[config.mk]
export PLATFORM = sky130hd
export DESIGN_NAME = mem_lane_align
export DESIGN_NICKNAME = d
export VERILOG_FILES = /design/src/rtl/lau_pkg.sv /design/src/rtl/lau_req_stage.sv /design/src/rtl/lau_load_shaper.sv /design/src/rtl/mem_lane_align.sv
export SDC_FILE = /design/constraint.sdc
export NUM_CORES = 1
export LEC_CHECK = 0
export ABC_CLOCK_PERIOD_IN_PS = 3800
export BUFFER_PORTS_ARGS = -buffer_cell sky130_fd_sc_hd__buf_4
export CELL_PAD_IN_SITES_DETAIL_PLACEMENT = 0
export CELL_PAD_IN_SITES_GLOBAL_PLACEMENT = 2
export CORE_UTILIZATION = 30
export DETAILED_ROUTE_END_ITERATION = 10
export MAX_ROUTING_LAYER = met4
export PLACE_DENSITY = 0.89
export SYNTH_ARGS = -nofsm -noshare
export SYNTH_HDL_FRONTEND = slang
export SYNTH_SLANG_ARGS = --single-unit
[constraint.sdc]
create_clock -name clk -period 3.8 [get_ports clk]
set_input_delay 0.38 -clock clk [delete_from_list [all_inputs] [get_ports clk]]
set_output_delay 0.38 -clock clk [all_outputs]
set_load 0.01 [all_outputs]
[src/rtl/lau_pkg.sv]
package lau_pkg;

    localparam int WORD_W = 32;
    localparam int LANE_W = 8;
    localparam int LANES  = WORD_W / LANE_W;
    localparam int OFS_W  = $clog2(LANES);
    localparam int HALF_W = 2 * LANE_W;

    typedef enum logic [1:0] {
        SZ_BYTE = 2'b00,
        SZ_HALF = 2'b01,
        SZ_WORD = 2'b10,
        SZ_RSVD = 2'b11
    } acc_size_e;

    typedef struct packed {
        acc_size_e          size;
        logic               zero_fill;
        logic [OFS_W-1:0]   ofs;
    } ld_ctl_t;

    // natural alignment rule per size
    function automatic logic size_legal(acc_size_e sz, logic [OFS_W-1:0] ofs);
        case (sz)
            SZ_BYTE: return 1'b1;
            SZ_HALF: return (ofs[0] == 1'b0);
            SZ_WORD: return (ofs == '0);
            default: return 1'b0;
        endcase
    endfunction

    // big-endian lane strobes: offset 0 is the top lane
    function automatic logic [LANES-1:0] lane_mask(acc_size_e sz, logic [OFS_W-1:0] ofs);
        logic [LANES-1:0] base;
        case (sz)
            SZ_BYTE: base = {1'b1, {(LANES-1){1'b0}}};
            SZ_HALF: base = {2'b11, {(LANES-2){1'b0}}};
            SZ_WORD: base = '1;
            default: base = '0;
        endcase
        return base >> ofs;
    endfunction

    function automatic logic [WORD_W-1:0] spread_wdata(acc_size_e sz, logic [WORD_W-1:0] wd);
        case (sz)
            SZ_BYTE: return {LANES{wd[LANE_W-1:0]}};
            SZ_HALF: return {(LANES/2){wd[HALF_W-1:0]}};
            default: return wd;
        endcase
    endfunction

    // move the addressed item to the top, then widen it
    function automatic logic [WORD_W-1:0] shape_load(ld_ctl_t c, logic [WORD_W-1:0] w);
        logic [WORD_W-1:0] sh;
        logic              fill;
        sh = w << (int'(c.ofs) * LANE_W);
        case (c.size)
            SZ_BYTE: begin
                fill = ~c.zero_fill & sh[WORD_W-1];
                return {{(WORD_W-LANE_W){fill}}, sh[WORD_W-1 -: LANE_W]};
            end
            SZ_HALF: begin
                fill = ~c.zero_fill & sh[WORD_W-1];
                return {{(WORD_W-HALF_W){fill}}, sh[WORD_W-1 -: HALF_W]};
            end
            default: return w;
        endcase
    endfunction

endpackage

[src/rtl/lau_req_stage.sv]
module lau_req_stage
    import lau_pkg::*;
#(
    parameter int ADDR_W = 32
) (
    input  logic               clk,
    input  logic               rst,
    input  logic               req_valid,
    input  logic               req_store,
    input  logic [1:0]         req_size,
    input  logic               req_unsigned,
    input  logic [ADDR_W-1:0]  req_addr,
    input  logic [WORD_W-1:0]  req_wdata,
    output logic               mem_rd_en,
    output logic               mem_wr_en,
    output logic [LANES-1:0]   mem_be,
    output logic [ADDR_W-1:0]  mem_addr,
    output logic [WORD_W-1:0]  mem_wdata,
    output logic               fault,
    output ld_ctl_t            ld_ctl
);

    logic [OFS_W-1:0] ofs;
    acc_size_e        sz;
    logic             legal;

    assign ofs   = req_addr[OFS_W-1:0];
    assign sz    = acc_size_e'(req_size);
    assign legal = size_legal(sz, ofs);

    always_ff @(posedge clk) begin
        if (rst) begin
            mem_rd_en <= 1'b0;
            mem_wr_en <= 1'b0;
            fault     <= 1'b0;
            mem_be    <= '0;
            mem_addr  <= '0;
            mem_wdata <= '0;
            ld_ctl    <= '0;
        end else begin
            mem_rd_en <= req_valid & legal & ~req_store;
            mem_wr_en <= req_valid & legal & req_store;
            fault     <= req_valid & ~legal;
            if (req_valid) begin
                mem_be    <= legal ? lane_mask(sz, ofs) : '0;
                mem_addr  <= {req_addr[ADDR_W-1:OFS_W], {OFS_W{1'b0}}};
                mem_wdata <= spread_wdata(sz, req_wdata);
                ld_ctl    <= '{size: sz, zero_fill: req_unsigned, ofs: ofs};
            end
        end
    end

endmodule

[src/rtl/lau_load_shaper.sv]
module lau_load_shaper
    import lau_pkg::*;
(
    input  logic               clk,
    input  logic               rst,
    input  logic               rd_issued,
    input  ld_ctl_t            issue_ctl,
    input  logic [WORD_W-1:0]  mem_rdata,
    output logic               ld_valid,
    output logic [WORD_W-1:0]  ld_data
);

    logic    wait_vld;
    ld_ctl_t wait_ctl;

    always_ff @(posedge clk) begin
        if (rst) begin
            wait_vld <= 1'b0;
            wait_ctl <= '0;
            ld_valid <= 1'b0;
            ld_data  <= '0;
        end else begin
            wait_vld <= rd_issued;
            wait_ctl <= issue_ctl;
            ld_valid <= wait_vld;
            if (wait_vld) begin
                ld_data <= shape_load(wait_ctl, mem_rdata);
            end
        end
    end

endmodule

[src/rtl/mem_lane_align.sv]
module mem_lane_align
    import lau_pkg::*;
#(
    parameter int ADDR_W = 32
) (
    input  logic               clk,
    input  logic               rst,
    input  logic               req_valid,
    input  logic               req_store,
    input  logic [1:0]         req_size,
    input  logic               req_unsigned,
    input  logic [ADDR_W-1:0]  req_addr,
    input  logic [WORD_W-1:0]  req_wdata,
    output logic               mem_rd_en,
    output logic               mem_wr_en,
    output logic [LANES-1:0]   mem_be,
    output logic [ADDR_W-1:0]  mem_addr,
    output logic [WORD_W-1:0]  mem_wdata,
    input  logic [WORD_W-1:0]  mem_rdata,
    output logic               ld_valid,
    output logic [WORD_W-1:0]  ld_data,
    output logic               fault
);

    ld_ctl_t issue_ctl;

    lau_req_stage #(.ADDR_W(ADDR_W)) i_req (
        .clk          (clk),
        .rst          (rst),
        .req_valid    (req_valid),
        .req_store    (req_store),
        .req_size     (req_size),
        .req_unsigned (req_unsigned),
        .req_addr     (req_addr),
        .req_wdata    (req_wdata),
        .mem_rd_en    (mem_rd_en),
        .mem_wr_en    (mem_wr_en),
        .mem_be       (mem_be),
        .mem_addr     (mem_addr),
        .mem_wdata    (mem_wdata),
        .fault        (fault),
        .ld_ctl       (issue_ctl)
    );

    lau_load_shaper i_shape (
        .clk       (clk),
        .rst       (rst),
        .rd_issued (mem_rd_en),
        .issue_ctl (issue_ctl),
        .mem_rdata (mem_rdata),
        .ld_valid  (ld_valid),
        .ld_data   (ld_data)
    );

endmodule

==> metrics.md <==
| Metric | Value |
|---|---|
| Slew @ Worst Pin | `roughly 1.3 ns` |
| CP endpoint kind | `flop` |
| First DRT Iteration DRCs | `slightly above 200` |
| Leakage | `roughly 3.1 nW` |
| Main synth FF type | `dfxtp_1` |
| Detailed-route DRC error count | `0` |
| Clock slew at reported path FFs | `0.05 ns` |
| Switching Share | `24.2%` |
| Clock network power share | `a little under half` |
| Hold crit path type | `in -> reg` |
| Largest delay share family, worst path | `flip-flops` |
| Endpoints failing setup | `0` |
| Initial antenna violation count | `0` |
| Clock Sinks | `around 110` |
| Worst EP arrival | `approximately 2.4 ns` |
| Post-route minimum period | `approximately 2.1 ns` |
| Max-slew headroom at the worst pin | `between 10% and 20%` |
| Routed wire per std cell | `approximately 16 µm` |
| Yosys top cell by area | `dfxtp_1` |
| Final Util | `approximately 45%` |
| GPL Wtd Cong | `between 0.8 and 0.9` |
| Switching Power | `around 0.00079 W` |
| IO buf count | `between 200 and 250` |
| Root buf cell | `clkbuf_16` |
| Die X | `between 100 and 150 µm` |
| TNS Setup | `0 ns` |
| Synth Warn # | `0` |
| Crit-path max cell delay | `0.97 ns` |
| Top sig layer | `met4` |
| Distinct cell type count after synthesis | `44` |
| P per Cell Area | `452 nW/µm²` |
| # hold bufs at CTS | `0` |
| DR vias/cell | `4.88` |
| Post-route insts no fill | `roughly 900` |
| Reg2reg start | `i_shape.wait_ctl[0]` |
| Slowest cell on crit path | `dfxtp_1` |
| Final #Nets | `just over 800` |
| Worst setup path end | `i_shape.ld_data[13]` |
| First-pass GRT wire length | `~24000 µm` |
| Fmax | `around 480 MHz` |
| H-tree depth | `4` |
| Layout cells sized above 1 | `between 30% and 40%` |
| Seq/Total Area, Yosys | `approximately 45%` |
| Crit-path max FO | `19` |
| HPWL after DPL | `approximately 11000 µm` |
| Cell count after synthesis | `around 520` |
| Initial Util | `a little under a third` |
| Setup Skew | `0.00381 ns` |
| Placed cells | `around 900` |
| Pre-Repair DR Iteration Count | `4` |
| WS Path Type | `reg -> reg` |
| Post-Route M1 WL | `~6600 µm` |
| Die H | `131 µm` |
| WP depth | `3` |
| Total track usage | `a little under a fifth` |
| Setup bufs post-CTS | `0` |
| Asr flop ratio synth | `0%` |
| Worst vdd ir | `281 µV` |
| Synth Register Bits | `113` |
| Synth top area share | `~45%` |
| CTS tree | `built` |
| Number of CTS-inserted buffers | `17` |
| Post-synth EDFFs | `0` |
| Die Area | `roughly 17000 µm²` |
| Syn_area_per_cell | `slightly below 10 µm²` |
| Commonest cells after routing, fill and taps aside | `buf_4 (207), dfxtp_1 (112), nor2_1 (98)` |
| Met2 routed WL | `7210 µm` |
| R2R setup slack | `1.70 ns` |
| R2R depth | `3` |
| Status | `completed` |
| Logic gate share of total power | `a little over an eighth` |
| Largest cells by area after synthesis | `dfxtp_1 (45%), mux2i_1 (11%), nor2_1 (7.3%)` |
| Ant diodes | `0` |
| Total grt overflow | `0` |
| Layout area overhead | `43.0%` |
| Final Hold Vio Count | `0` |
| Mapped cell area | `5030 µm²` |
| RSZ-0062 raised after global routing | `no` |
| Clock buffer depth | `2` |
| Total detailed-routing wirelength | `between 15000 and 20000 µm` |
| CP Cell Sequence | `mux4_1 -> a22oi_1 -> a211oi_2` |
| Post-cts resize count | `0` |
| Crit. Startpoint | `i_shape.wait_ctl[0]` |
| Max Slew Vio Count | `0` |
| Largest net degree at the start of global routing | `a little over 100` |
| Routed vias | `around 4500` |
| Met3 wire len | `around 1200 µm` |
| Worst-Skew Late Latency | `0.41 ns` |
| Internal | `roughly 0.0025 W` |
| Row count | `46` |
| WP buf/inv | `0` |
| Startpoint types | `flop` |
| Leading cell type in the layout, fill and taps excluded | `buf_4` |
| R2r endpoint | `i_shape.ld_data[13]` |
| Ports | `between 200 and 250` |
| Antenna-violating nets left | `0` |
| Critical Path RT | `about 4.1 ns` |
| Core area | `about 16000 µm²` |
| Vias in the first global route | `~4600` |
| Final worst-path cycle share | `a little under three fifths` |
| Maxcap violations | `0` |
| Sequential power share | `around 40%` |
-- flip-flops by register name, summed over array words and instances (netlist names) --
signal	flops
i_req.fault	1
i_req.mem_wr_en	1
i_req.mem_wdata	32
i_req.mem_rd_en	1
i_req.mem_addr	30
i_shape.wait_vld	1
i_req.ld_ctl	5
i_shape.ld_data	32
i_shape.ld_valid	1
i_req.mem_be	4
i_shape.wait_ctl	5
-- metal layers --
layer	vias up	GRT usage (%)
li1	2196	-
met1	2115	21.9
met2	197	29.2
met3	20	5.17
met4	0	7.62
met5	-	-
-- tightest hold or removal path: cells and delay by family --
kind / cells / cell delay [ns]
multiplexers: 1 / 0.05
buffers and inverters: 1 / 0.08
AND/OR/NAND/NOR: 1 / 0.07
-- cells by family after synthesis --
family                   Yosys count  share of synthesized area, %
AND/OR/NAND/NOR                  182                          16.5
flip-flops                       113                          45.0
adder cells (fa/ha/maj)            5                          1.24
AO/OA/AOI/OAI                    102                          17.0
multiplexers                      63                          14.9
other                              1                        0.0746
buffers and inverters             52                          5.37
-- power by group through the flow --
stage	Sequential (W)	Combinational (W)	Clock [W]
2_1_floorplan	0.00132	0.000200	0
3_3_place_gp	0.00131	0.000417	0
3_5_place_dp	0.00131	0.000425	0
4_1_cts	0.00128	0.000425	0.00159
5_1_grt	0.00129	0.000458	0.00164
6_report	0.00128	0.000422	0.00155
-- cells in the mapped netlist, types with 2 or more instances --
library cell / number
mux2_2: 2
dfxtp_1: 113
mux2i_1: 53
a211oi_2: 7
nor2b_1: 8
buf_1: 5
a211oi_1: 2
a22oi_1: 16
and2b_1: 2
a311oi_1: 25
ha_1: 5
nand3b_1: 16
a21oi_1: 5
nand2_1: 42
buf_4: 4
o21ai_0: 25
inv_1: 5
nor2_1: 98
nand4_1: 2
a311oi_2: 7
nor2_2: 5
o21a_1: 8
clkbuf_1: 21
nand2b_1: 4
buf_2: 11
mux4_1: 6
buf_6: 4
-- layout make-up --
class	count	area, µm²
Multi-Input combinational cell	354	2500
Sequential cell	113	2260
Clock inverter	10	110
Clock buffer	21	470
Tap cell	216	270
Inverter	6	22.5
Fill cell	1580	8920
Timing Repair Buffer	207	1550
-- per-stage QoR --
stage | instance area, µm² | worst slack [ns] | total power [W] | hold WS (ns)
finish | 7190 | 1.70 | 0.00325 | 0.208
global route | 7190 | 1.60 | 0.00339 | 0.202
CTS | 7190 | 1.71 | 0.00330 | 0.187
detailed placement | 6610 | 1.45 | 0.00173 | 0.457
global placement | 6610 | 1.61 | 0.00172 | 0.460
floorplan | 5030 | 2.28 | 0.00152 | 0.437
-- worst min-delay path by stage --
stage	start	slack [ns]	depth (start not counted)	to
floorplan	i_req.ld_ctl[0]	0.44	1	i_shape.wait_ctl[0]
finish	req_addr[13]	0.21	3	i_req.mem_addr[13]
global route	req_addr[18]	0.20	3	i_req.mem_addr[18]
detailed placement	i_req.ld_ctl[1]	0.46	1	i_shape.wait_ctl[1]
global placement	i_req.ld_ctl[1]	0.46	1	i_shape.wait_ctl[1]
CTS	req_addr[9]	0.19	3	i_req.mem_addr[9]
Power figures use the tool's default switching activity.
